`src/rtl/brg_pkg.sv`:
```
package brg_pkg;
  localparam int SRC_W      = 3;
  localparam int DIV_W      = 8;
  localparam int NUM_PRE    = 5;
  localparam int PRE_SHIFT0 = 3;
  localparam int PRE_STEP   = 2;

  typedef enum logic [1:0] {
    CFG_TX_OPT = 2'd0,
    CFG_TX_PER = 2'd1,
    CFG_RX_OPT = 2'd2,
    CFG_RX_PER = 2'd3
  } cfg_addr_e;

  localparam logic [SRC_W-1:0] SRC_PIN   = 3'd5;
  localparam logic [SRC_W-1:0] SRC_RXBIT = 3'd6;
endpackage

```
`src/rtl/brg_prescale.sv`:
```
module brg_prescale #(
  parameter int NUM    = 5,
  parameter int SHIFT0 = 3,
  parameter int STEP   = 2
) (
  input  logic           clk,
  input  logic           rst,
  output logic [NUM-1:0] tick
);
  localparam int W = SHIFT0 + STEP * (NUM - 1);

  logic [W-1:0] cnt;

  always_ff @(posedge clk) begin
    if (rst) cnt <= '0;
    else     cnt <= cnt + 1'b1;
  end

  for (genvar k = 0; k < NUM; k++) begin : g_tap
    localparam int HI = SHIFT0 + STEP * k;
    assign tick[k] = &cnt[HI-1:0];
  end

  AST_PRE_GAP: assert property (@(posedge clk) disable iff (rst)
    tick[0] |=> !tick[0]);
endmodule

```
`src/rtl/brg_edge_sync.sv`:
```
module brg_edge_sync (
  input  logic clk,
  input  logic rst,
  input  logic pin,
  output logic tick
);
  logic [2:0] sh;

  always_ff @(posedge clk) begin
    if (rst) sh <= '0;
    else     sh <= {sh[1:0], pin};
  end

  assign tick = sh[1] & ~sh[2];

  AST_EDGE_SINGLE: assert property (@(posedge clk) disable iff (rst)
    tick |=> !tick);
endmodule

```
`src/rtl/brg_divider.sv`:
```
module brg_divider #(
  parameter int DIV_W = 8
) (
  input  logic             clk,
  input  logic             rst,
  input  logic             reload,
  input  logic             src_tick,
  input  logic [DIV_W-1:0] period,
  output logic             bit_en,
  output logic             bclk
);
  logic [DIV_W-1:0] cnt;
  logic [DIV_W-1:0] p_eff;
  logic             last;

  assign p_eff = (period == '0) ? DIV_W'(1) : period;
  assign last  = (cnt >= p_eff - 1'b1);

  always_ff @(posedge clk) begin
    if (rst) begin
      cnt    <= '0;
      bit_en <= 1'b0;
      bclk   <= 1'b0;
    end else if (reload) begin
      cnt    <= '0;
      bit_en <= 1'b0;
    end else if (src_tick) begin
      if (last) begin
        cnt    <= '0;
        bit_en <= 1'b1;
        bclk   <= ~bclk;
      end else begin
        cnt    <= cnt + 1'b1;
        bit_en <= 1'b0;
      end
    end else begin
      bit_en <= 1'b0;
    end
  end

  AST_CNT_RANGE: assert property (@(posedge clk) disable iff (rst)
    cnt < p_eff);
  AST_EN_AFTER_TICK: assert property (@(posedge clk) disable iff (rst)
    bit_en |-> $past(src_tick));
  AST_PASS_1X: assert property (@(posedge clk) disable iff (rst)
    (src_tick && !reload && p_eff == DIV_W'(1)) |=> bit_en);
  AST_RELOAD_QUIET: assert property (@(posedge clk) disable iff (rst)
    reload |=> !bit_en);
  AST_BCLK_WITH_EN: assert property (@(posedge clk) disable iff (rst)
    (bclk != $past(bclk)) |-> bit_en);
endmodule

```
`src/rtl/dual_bitrate_gen.sv`:
```
module dual_bitrate_gen
  import brg_pkg::*;
(
  input  logic       clk,
  input  logic       rst,
  input  logic       cfg_we,
  input  logic [1:0] cfg_addr,
  input  logic [7:0] cfg_wdata,
  input  logic       tx_ext_clk,
  input  logic       rx_ext_clk,
  output logic       tx_bit_en,
  output logic       rx_bit_en,
  output logic       tx_bclk,
  output logic       rx_bclk
);
  logic [SRC_W-1:0] tx_src, rx_src;
  logic [DIV_W-1:0] tx_per, rx_per;
  logic [NUM_PRE-1:0] pre_tick;
  logic tx_pin_tick, rx_pin_tick;
  logic tx_tick, rx_tick;
  logic tx_reload, rx_reload;

  assign tx_reload = cfg_we && (cfg_addr == CFG_TX_OPT || cfg_addr == CFG_TX_PER);
  assign rx_reload = cfg_we && (cfg_addr == CFG_RX_OPT || cfg_addr == CFG_RX_PER);

  always_ff @(posedge clk) begin
    if (rst) begin
      tx_src <= '0;
      rx_src <= '0;
      tx_per <= DIV_W'(1);
      rx_per <= DIV_W'(1);
    end else if (cfg_we) begin
      case (cfg_addr)
        CFG_TX_OPT: tx_src <= cfg_wdata[SRC_W-1:0];
        CFG_TX_PER: tx_per <= cfg_wdata;
        CFG_RX_OPT: rx_src <= cfg_wdata[SRC_W-1:0];
        default:    rx_per <= cfg_wdata;
      endcase
    end
  end

  brg_prescale #(.NUM(NUM_PRE), .SHIFT0(PRE_SHIFT0), .STEP(PRE_STEP)) u_pre (
    .clk(clk), .rst(rst), .tick(pre_tick)
  );

  brg_edge_sync u_tx_sync (.clk(clk), .rst(rst), .pin(tx_ext_clk), .tick(tx_pin_tick));
  brg_edge_sync u_rx_sync (.clk(clk), .rst(rst), .pin(rx_ext_clk), .tick(rx_pin_tick));

  always_comb begin
    if (rx_src < SRC_W'(NUM_PRE)) rx_tick = pre_tick[rx_src];
    else if (rx_src == SRC_PIN)   rx_tick = rx_pin_tick;
    else                          rx_tick = pre_tick[0];
  end

  always_comb begin
    if (tx_src < SRC_W'(NUM_PRE))   tx_tick = pre_tick[tx_src];
    else if (tx_src == SRC_PIN)     tx_tick = tx_pin_tick;
    else if (tx_src == SRC_RXBIT)   tx_tick = rx_bit_en;
    else                            tx_tick = pre_tick[0];
  end

  brg_divider #(.DIV_W(DIV_W)) u_rx_div (
    .clk(clk), .rst(rst), .reload(rx_reload), .src_tick(rx_tick),
    .period(rx_per), .bit_en(rx_bit_en), .bclk(rx_bclk)
  );

  brg_divider #(.DIV_W(DIV_W)) u_tx_div (
    .clk(clk), .rst(rst), .reload(tx_reload), .src_tick(tx_tick),
    .period(tx_per), .bit_en(tx_bit_en), .bclk(tx_bclk)
  );

  AST_TX_SLAVE: assert property (@(posedge clk) disable iff (rst)
    (tx_src == SRC_RXBIT && rx_bit_en && !tx_reload && tx_per == DIV_W'(1)) |=> tx_bit_en);
  AST_RX_ISOLATED: assert property (@(posedge clk) disable iff (rst)
    (tx_reload && !rx_reload) |=> $stable(rx_src) && $stable(rx_per));
endmodule

```
`config.mk`:
```
export PLATFORM = sky130hd
export DESIGN_NAME = dual_bitrate_gen
export DESIGN_NICKNAME = d
export VERILOG_FILES = /design/src/rtl/brg_pkg.sv /design/src/rtl/brg_prescale.sv /design/src/rtl/brg_edge_sync.sv /design/src/rtl/brg_divider.sv /design/src/rtl/dual_bitrate_gen.sv
export SDC_FILE = /design/constraint.sdc
export NUM_CORES = 1
export LEC_CHECK = 0
export BUFFER_PORTS_ARGS = -buffer_cell sky130_fd_sc_hd__buf_4
export CELL_PAD_IN_SITES_DETAIL_PLACEMENT = 1
export CELL_PAD_IN_SITES_GLOBAL_PLACEMENT = 2
export CORE_AREA = 2 2 104 81
export DETAILED_ROUTE_END_ITERATION = 8
export DIE_AREA = 0 0 106 83
export GPL_ROUTABILITY_DRIVEN = 0
export PLACE_DENSITY = 0.83
export SYNTH_ARGS = -nofsm -noshare
export SYNTH_HDL_FRONTEND = slang
export SYNTH_HIERARCHICAL = 1
export SYNTH_SLANG_ARGS = --single-unit
```
`constraint.sdc`:
```
create_clock -name clk -period 7.45 [get_ports clk]
set_input_delay 1.49 -clock clk [delete_from_list [all_inputs] [get_ports clk]]
set_output_delay 1.49 -clock clk [all_outputs]
set_load 0.005 [all_outputs]
```
==> Yosys cells after proc, flatten, opt, wreduce, memory -nomap -nowiden <==
Index checks and enable logic that the tools add are counted.
{ "totals": {"register_bits": 59, "latchBits": 0, "ram_bits": 0, "mem_bits_ro": 0, "inputBits": 15, "output_inout_bits": 4, "n_memories": 0} }
{ "op_classes": {"n_addsub": 5, "mul": 0, "div": 0, "order_cmp": 6, "n_eq_ne": 6, "shifts": 0, "muxes": 15, "bitwise": 11, "n_reduce_logical": 23} }
{ "ops": {"columns": ["operator", "count"], "rows": [
  ["8-bit 2-to-1 mux", 4],
  ["8-bit by 1-bit adder with 8-bit output, second input constant", 2],
  ["8-bit greater-or-equal comparator", 2],
  ["8-bit logical NOT", 2],
  ["8-bit by 1-bit subtractor with 8-bit output, second input constant", 2],
  ["11-bit by 1-bit adder with 11-bit output, second input constant", 1],
  ["11-bit AND reduction", 1],
  ["3-bit == test, second input constant", 3],
  ["1-bit 2-to-1 mux", 9],
  ["1-bit NOT", 9],
  ["3-bit AND reduction", 3],
  ["9-bit AND reduction", 1],
  ["3-bit OR reduction", 3],
  ["3-bit by 4-bit < comparator with 1-bit output, second input constant", 2],
  ["2-bit AND reduction", 4],
  ["7-bit AND reduction", 1],
  ["1-bit binary-select mux with 3-bit select", 2],
  ["3-bit < comparator, second input constant", 2],
  ["5-bit AND reduction", 1],
  ["2-bit == test, second input constant", 2],
  ["2-bit OR reduction", 2],
  ["1-bit AND", 2],
  ["2-bit by 1-bit == test with 1-bit output, second input constant", 1],
  ["1-bit logical AND", 2],
  ["other kinds (2)", 3]
]} }

==> Logic depth before layout (Yosys ltp) <==
Gate-level depths: netlist of run 1.
{ "logic_depth": {"word_depth": 6, "ltp_mapped": 13} }

==> Modules after synthesis <==
The synthesis of run 1 kept the hierarchy.
{ "by_module_without_submodules": {"columns": ["mod", "n_inst", "cells_per_inst", "area_each_um2", "seq_area_each_um2"], "rows": [
  ["brg_divider", 2, 93, 752.0, 200.2],
  ["dual_bitrate_gen", 1, 93, 922.1, 440.4],
  ["brg_prescale", 1, 51, 490.5, 220.2],
  ["brg_edge_sync", 2, 7, 87.6, 60.1]
]} }

==> Worst setup path before layout of run 1 <==
OpenSTA, ideal clock, no wires.
{ "synth_path": {"kind": "register to register", "startpoint": "register rx_per[5]", "endpoint": "register u_rx_div.bclk", "setup_time_ns": 0.070, "arrival_time_ns": 2.424, "required_ns": 7.380, "setup_slack_ns": 4.956, "stages_incl_launch_ff": 13, "period_less_slack_ns": 2.494, "path_cell_list": "dfxtp_1 or3_4 nor3_2 a21oi_1 ha_1 nor3b_1 xnor2_1 ha_1 nand2_1 o21ai_0 a21oi_2 or3_1 a21oi_1"} }
{ "synth_via": {"elab_chain_len": 5} }
{ "synth_lines": {"columns": ["item", "line_no", "rtl"], "rows": [
  ["start, declared", "dual_bitrate_gen.sv:17", "logic [DIV_W-1:0] tx_per, rx_per;"],
  ["start signal, assigned", "dual_bitrate_gen.sv:37", "default: rx_per <= cfg_wdata;"],
  ["8-bit logical NOT", "brg_divider.sv:16", "assign p_eff = (period == '0) ? DIV_W'(1) : period;"],
  ["8-bit 2-to-1 mux *", "brg_divider.sv:16", null],
  ["8-bit by 1-bit subtractor with 8-bit output *", "brg_divider.sv:17", "assign last = (cnt >= p_eff - 1'b1);"],
  ["8-bit greater-or-equal comparator *", "brg_divider.sv:17", null],
  ["3-bit AND reduction (no source line) *", null, null],
  ["end signal, assigned", "brg_divider.sv:31", "bclk <= ~bclk;"],
  ["end, declared", "brg_divider.sv:10", "output logic bclk"]
]} }
Mark *: on every way between the ends. The rest lies on a longest branch, timed or not.
A chain may end at the register's enable or synchronous reset.

==> Worst setup path after layout of run 1 <==
{ "layout_path": {"startpoint": "register rx_per[4]", "endpoint": "register u_rx_div.cnt[3]"} }
{ "layout_via": {"elab_chain_len": 5} }
{ "layout_lines": {"columns": ["item", "line_no", "rtl"], "rows": [
  ["8-bit logical NOT", "brg_divider.sv:16", null],
  ["8-bit 2-to-1 mux *", "brg_divider.sv:16", null],
  ["8-bit by 1-bit subtractor with 8-bit output *", "brg_divider.sv:17", null],
  ["8-bit greater-or-equal comparator *", "brg_divider.sv:17", null],
  ["8-bit 2-to-1 mux *", "brg_divider.sv:28", "if (last) begin"],
  ["end signal, assigned", "brg_divider.sv:33", "cnt <= cnt + 1'b1;"],
  ["end, declared", "brg_divider.sv:12", "logic [DIV_W-1:0] cnt;"]
]} }
Marks and branches as above.

==> flow_metrics.py, run 1 <==
metrics = {
    "grt": {
        "grt_usage_pct": 16.9,
        "grt_pass1_wl_um": 12000,
        "grt_pass1_vias": 2532,
        "antenna_found_initial": 0,
        "grt_max_degree": 45,
        "grt-ovfl-total": 0,
    },
    "clock_tree": {
        "clockRootBuffer": "clkbuf_8",
        "cts_buffers": 9,
        "cts_buffer_depth": 2,
        "clkSlewWorstSetupHoldPaths_ns": 0.08,
        "cts_tree": "done",
        "cts_num_sinks": 59,
        "post_cts_buffers": 0,
        "clk_latency_ns": 0.34,
        "holdBufCountCts": 0,
        "h-tree-depth": 3,
        "cts_resized": 0,
    },
    "timing": {
        "finalHoldViolations": 0,
        "slew_viol_final": 0,
        "tightestPinTransition_ns": 0.503,
        "relSlewSlack_pct": 66.5,
        "finalClockSkew_ns": 0.00963,
        "finalCriticalPeriod_ns": 2.95,
        "setup_viol": 0,
        "finalCritPeriodShare_pct": 39.6,
        "max_freq_mhz": 339,
        "setup_tns_ns": 0,
        "grt_setup_unrepaired": "no",
    },
    "synth": {
        "synth_top_area_cell": "dfxtp_1",
        "synth_cells": 344,
        "yosysTopAreaCellShare_pct": 38.2,
        "yosysUniqueCellTypes": 45,
        "async_reset_ff_share_pct": 0,
        "ys_top_cells_by_area": "dfxtp_1, ha_1, nand2_1, mux2i_1, nor2_1",
        "synth_flop_cell": "dfxtp_1",
        "synth_nets": 383,
        "seq_area_frac_synth_pct": 38.2,
        "synth_edf_count": 0,
        "synth_seq_cells": 59,
        "ys_warn_count": 6,
        "netlist_area_um2": 3090,
        "avgSynthCellArea_um2": 8.99,
    },
    "worst_setup_path": {
        "worstSetupPathType": "register to register",
        "reg2reg_depth": 12,
        "crit_path_max_fanout": 11,
        "worstSetupStartpoint": "rx_per[4]",
        "cpPeakStageDelay_ns": 0.41,
        "crit_required_ns": 7.72,
        "r2r_slack_ns": 4.50,
        "arrival_ns": 3.21,
        "cp_slowest_cell": "a21oi_2",
        "endpoint": "u_rx_div/cnt[3]",
        "crit_chain": "or3_4 -> nor3_2 -> a21oi_1 -> ha_1 -> nor3b_1 -> xnor2_1 -> ha_1 -> nand2_1 -> o21ai_0 -> a21oi_2 -> o21ai_0 -> a21oi_1",
        "cp-end-kind": "register",
        "regToRegEndpoint": "u_rx_div/cnt[3]",
        "reg2reg_from": "rx_per[4]",
        "start_kind": "register",
    },
    "final_layout": {
        "areaGrowthSynthToFinish_pct": 13.0,
        "finalNonFillerCells": 474,
        "drive_gt1_share_pct": 14.9,
        "nNetsFinal": 403,
        "n_antenna_cell": 0,
    },
    "routing": {
        "routedWlPerCell_um": 14.3,
        "drc": 0,
        "ant_nets": 0,
        "drt-initial-drc-count": 89,
        "vias": 2483,
        "vias_per_cell": 5.24,
        "routed_wirelength_um": 6760,
        "first_pass_iters": 4,
    },
    "pwr": {
        "ir_drop_v": 0.0000812,
        "power_density_nw_per_um2": 189,
        "leakage_nw": 1.32,
    },
    "placement": {
        "dp_cells": 458,
        "hpwlAfterDp_um": 5010,
        "io_buffers": 18,
    },
    "outcome": {
        "status": "completed",
    },
    "floorplanning": {
        "die_w_um": 106,
        "start_util_pct": 39.9,
        "dieArea_um2": 8800,
        "ios": 19,
        "core_area_um2": 7740,
        "die_h_um": 83,
        "rows": 28,
    },
    "hold_path": {
        "hold_path.class": "register to register",
        "hold_depth": 1,
    },
    "flow_run": {
        "cap_viol_max_count": 0,
    },
}
==> synth_stat cells, types with 3 or more instances <==
| library cell | number |
|---|---|
| a21oi_1 | 25 |
| a31oi_1 | 6 |
| and2_1 | 3 |
| and3_1 | 4 |
| clkbuf_1 | 5 |
| dfxtp_1 | 59 |
| ha_1 | 24 |
| inv_1 | 10 |
| mux2_2 | 3 |
| mux2i_1 | 14 |
| nand2_1 | 39 |
| nand3_1 | 14 |
| nand3b_1 | 5 |
| nand4_1 | 4 |
| nor2_1 | 34 |
| nor2b_1 | 14 |
| nor3_1 | 5 |
| nor3b_1 | 4 |
| o21ai_0 | 9 |
| o31ai_1 | 4 |
| or3_1 | 4 |
| xnor2_1 | 10 |
| xor2_1 | 7 |
==> layout make-up <==
class                      instances  area, µm²
clock buffer                      10        138
clock inverter                     6       48.8
fill                             915       4250
inverter                          10       37.5
multi-input combinational        266       1820
sequential                        59       1180
tap                              105        131
timing repair buffer              18        135
==> placed cells by master, fill, tap and decap left out, types with 3 or more instances in the layout <==
cell type,instances
dfxtp_1,59
nand2_1,39
nor2_1,34
a21oi_1,25
ha_1,24
buf_4,18
nor2b_1,14
mux2i_1,14
nand3_1,14
clkbuf_8,10
inv_1,10
xnor2_1,10
o21ai_0,9
xor2_1,7
a31oi_1,6
nand3b_1,5
nor3_1,5
and3_1,4
o31ai_1,4
nor3b_1,4
or3_1,4
nand4_1,4
and2_1,3
mux2_2,3
clkinvlp_4,3
==> metrics by stage <==
| stage | hold WS [ns] | setup slack, ns | utilization, % | cell area, µm² | total power (W) |
|---|---|---|---|---|---|
| after global routing | 0.464 | 4.25 | 45.1 | 3490 | 0.000695 |
| after CTS | 0.457 | 4.50 | 45.1 | 3490 | 0.000673 |
| after detailed placement | 0.434 | 4.56 | 42.7 | 3310 | 0.000397 |
| final | 0.451 | 4.50 | 45.1 | 3490 | 0.000662 |
| after global placement | 0.419 | 4.60 | 42.7 | 3310 | 0.000395 |
| after floorplan | 0.414 | 4.96 | - | 3090 | 0.000382 |
==> flip-flops by register name, summed over array words and instances, names as in the netlist, 3 cells and up <==
name / count
tx_src: 3
u_rx_div/cnt: 8
u_tx_div/cnt: 8
rx_src: 3
rx_per: 8
u_tx_sync/sh: 3
u_rx_sync/sh: 3
u_pre/cnt: 11
tx_per: 8
==> cell families (layout without fill, tap and decap cells) <==
family	Yosys count	in the layout	synth area share (%)
xor gates and xnor gates	17	17	4.82
buffers and inverters	19	44	2.87
and+or+nand+nor	150	150	25.7
DFF	59	59	38.2
muxes	20	20	8.05
AOI/OAI and AO/OA	55	55	10.6
adders and majority gates	24	24	9.71
==> report_power, final <==
part	internal [W]	switching (W)	total [W]
sequential	0.000322	0.00000685	0.000329
combinational	0.0000254	0.0000353	0.0000607
clock	0.000132	0.000140	0.000272
total	0.000479	0.000182	0.000662
==> how the worst min path moves through the flow <==
| stage | startpoint | end | slack, ns |
|---|---|---|---|
| after global routing | u_rx_sync/sh[0] | u_rx_sync/sh[1] | 0.46 |
| after CTS | u_tx_sync/sh[0] | u_tx_sync/sh[1] | 0.46 |
| after global placement | u_tx_sync/sh[0] | u_tx_sync/sh[1] | 0.42 |
| final | u_rx_sync/sh[0] | u_rx_sync/sh[1] | 0.45 |
| after detailed placement | u_rx_sync/sh[0] | u_rx_sync/sh[1] | 0.43 |
| after floorplan | u_rx_sync/sh[0] | u_rx_sync/sh[1] | 0.41 |
==> critical path, delay by kind of cell, from the launching register on <==
| kind | cells | cell delay, ns |
|---|---|---|
| DFF | 1 | 0.36 |
| adders and majority gates | 2 | 0.50 |
| xor gates and xnor gates | 1 | 0.18 |
| AOI/OAI and AO/OA | 5 | 1.01 |
| and+or+nand+nor | 4 | 0.81 |
==> routing by layer <==
metal / GRT usage, % / share of wire (%) / up-vias
met5: 0 / 0 / -
met4: 5.02 / 1.3 / 0
met3: 4.79 / 3.1 / 10
met2: 25.3 / 43 / 26
met1: 23.8 / 53 / 1189
li1: - / - / 1258
No activity file was read; power rests on OpenSTA's default activity.
==> run 2, diff against run 1 <==
--- a/config.mk
+++ b/config.mk
@@ -8,11 +8,11 @@
 export BUFFER_PORTS_ARGS = -buffer_cell sky130_fd_sc_hd__buf_4
 export CELL_PAD_IN_SITES_DETAIL_PLACEMENT = 1
 export CELL_PAD_IN_SITES_GLOBAL_PLACEMENT = 2
-export CORE_AREA = 2 2 104 81
+export CORE_AREA = 2 2 108 84
 export DETAILED_ROUTE_END_ITERATION = 8
-export DIE_AREA = 0 0 106 83
+export DIE_AREA = 0 0 110 86
 export GPL_ROUTABILITY_DRIVEN = 0
-export PLACE_DENSITY = 0.83
+export PLACE_DENSITY = 0.77
 export SYNTH_ARGS = -nofsm -noshare
 export SYNTH_HDL_FRONTEND = slang
 export SYNTH_HIERARCHICAL = 1
==> constraint.sdc (replaced) <==
create_clock -name clk -period 2.8 [get_ports clk]
set_input_delay 0.56 -clock clk [delete_from_list [all_inputs] [get_ports clk]]
set_output_delay 0.56 -clock clk [all_outputs]
set_load 0.005 [all_outputs]
==> run 2 against run 1 <==
Global-route usage is 0.25 points higher. Fmax is 5.4% higher. Register-to-register slack worse by 4.5 ns. Die area is 7.5% higher. Via count is 2.1% higher. Non-clock buffer count is 16 higher. Hold slack worse by 0.016 ns. Setup slack worse by 4.5 ns. Sequential cell count stayed put. Largest power group unchanged.
==> flow_metrics.py, run 2 (same netlist as run 1, synthesis figures left out) <==
metrics = {
    "floorplanning": {
        "start_util_pct": 37.2,
        "dieArea_um2": 9460,
        "ios": 19,
        "core_area_um2": 8310,
        "die_h_um": 86,
        "die_w_um": 110,
        "rows": 29,
    },
    "grt": {
        "grt_max_degree": 45,
        "grt_usage_pct": 17.2,
        "antenna_found_initial": 0,
        "grt_pass1_wl_um": 12500,
        "grt-ovfl-total": 0,
        "grt_pass1_vias": 2545,
    },
    "flow_run": {
        "cap_viol_max_count": 0,
    },
    "worst_setup_path": {
        "worstSetupStartpoint": "rx_per[4]",
        "worstSetupPathType": "register to register",
        "crit_path_max_fanout": 6,
        "cp-end-kind": "register",
        "reg2reg_from": "rx_per[4]",
        "cpPeakStageDelay_ns": 0.40,
        "arrival_ns": 3.08,
        "start_kind": "register",
        "crit_required_ns": 3.08,
        "crit_chain": "or3_4 -> nor3_4 -> a21oi_2 -> ha_2 -> nor3b_2 -> xnor2_1 -> ha_1 -> o211ai_1 -> nor2_2 -> a21oi_4 -> buf_6 -> or3_4 -> a21oi_2",
        "cp_slowest_cell": "or3_4",
    },
    "pwr": {
        "leakage_nw": 1.46,
        "p_sw_w": 0.000498,
        "p_comb_share_pct": 12.8,
        "power_density_nw_per_um2": 499,
        "power_frac_seq_pct": 45.5,
        "ir_drop_v": 0.000279,
        "p_int_w": 0.00143,
        "fin_total_pwr_w": 0.00193,
        "clkPwrFrac_pct": 41.8,
        "swShare_pct": 25.9,
    },
    "clock_tree": {
        "clk_latency_ns": 0.35,
        "clkSlewWorstSetupHoldPaths_ns": 0.07,
        "cts_buffers": 9,
        "cts_buffer_depth": 2,
        "cts_num_sinks": 59,
        "h-tree-depth": 3,
        "cts_tree": "done",
        "holdBufCountCts": 0,
        "clockRootBuffer": "clkbuf_8",
    },
    "placement": {
        "dp_cells": 472,
        "place_area_um2": 3390,
        "hpwlAfterDp_um": 5270,
        "io_buffers": 18,
    },
    "final_layout": {
        "top_register": "u_pre/cnt",
        "layout_commonest_cell": "dfxtp_1",
        "final_cell_mix": "dfxtp_1, nand2_1, nor2_1, buf_4, ha_1",
        "areaGrowthSynthToFinish_pct": 24.8,
        "drive_gt1_share_pct": 27.0,
        "n_antenna_cell": 0,
        "finalNonFillerCells": 493,
        "largest_reg_flops": 11,
        "final_util_pct": 46.5,
        "finish.instance_area_um2": 3860,
        "nNetsFinal": 420,
    },
    "hold_path": {
        "hold_path.class": "input port to register",
        "min_from": "rx_ext_clk",
    },
    "routing": {
        "routed_wirelength_um": 7510,
        "routedWlPerCell_um": 15.2,
        "vias": 2535,
        "drt-initial-drc-count": 91,
        "first_pass_iters": 4,
        "ant_nets": 0,
        "drc": 0,
        "vias_per_cell": 5.14,
    },
    "timing": {
        "finalHoldViolations": 0,
        "max_freq_mhz": 358,
        "relSlewSlack_pct": 67.6,
        "finalCritPeriodShare_pct": 99.9,
        "finalClockSkew_ns": 0.00893,
        "setup_viol": 0,
        "grt_setup_unrepaired": "yes",
        "slew_viol_final": 0,
        "hold_ws_ns": 0.435,
        "finalCriticalPeriod_ns": 2.80,
        "tightestPinTransition_ns": 0.485,
    },
    "outcome": {
        "status": "completed",
    },
}
[run 2: cell types whose count changed in the layout (fill, tap and decap cells not counted), moves of 4 or more]
cell	delta
buf_4	+13
nand2_2	+4
a21oi_1	-5
nand2_1	-4
[run 2: through the flow]
step	TNS [ns]	setup WS [ns]
after floorplan	0	0.306
after detailed placement	-0.147	-0.0498
after CTS	0	0.00187
final	0	0.00411
after global placement	0	0.0368
after global routing	-0.563	-0.0929
[run 2: power groups by stage]
stage | sequential, W | clock [W] | combinational [W]
after floorplan | 0.000890 | 0 | 0.000126
after global placement | 0.000891 | 0 | 0.000177
after detailed placement | 0.000892 | 0 | 0.000182
after CTS | 0.000874 | 0.000837 | 0.000194
after global routing | 0.000878 | 0.000872 | 0.000272
final | 0.000875 | 0.000804 | 0.000246
[run 2: critical path: cells and delay by family (launching register included)]
| family | cells | cell delay, ns |
|---|---|---|
| AO/OA/AOI/OAI | 4 | 0.38 |
| XOR/XNOR | 1 | 0.14 |
| adder cells (fa/ha/maj) | 2 | 0.48 |
| buffers and inverters | 1 | 0.14 |
| flip-flops | 1 | 0.32 |
| AND/OR/NAND/NOR | 5 | 1.27 |
[run 2: metal layers]
layer  track usage (%)  share of wire, %  up-vias
met5                 0                 0        -
met4              6.33               1.6        0
met3              5.40               3.6       10
met2              25.2                43       30
met1              23.6                52     1204
li1                  -                 -     1291
[run 2: cell type report]
class	instances	area, µm²
Tap cell	108	135
Sequential cell	59	1180
Multi-Input combinational cell	267	2040
Clock inverter	4	50.0
Clock buffer	11	151
Timing Repair Buffer	34	267
Inverter	10	37.5
Fill cell	951	4450
[run 2: path summary, 6_finish.rpt]
kind              slack (ns)  depth (start not counted)               to
hold reg to reg         0.44                          1  u_rx_sync/sh[1]
setup / recovery       0.004                         13    u_rx_div/bclk
hold / removal          0.44                          2  u_rx_sync/sh[0]
setup reg to reg       0.004                         13    u_rx_div/bclk
[run 2: timing repair]
action,4_1_cts,5_1_grt
gates resized for setup,6,44
setup endpoints to repair,9,19
pin swaps,2,39
setup buffers,0,5
cloned,1,1
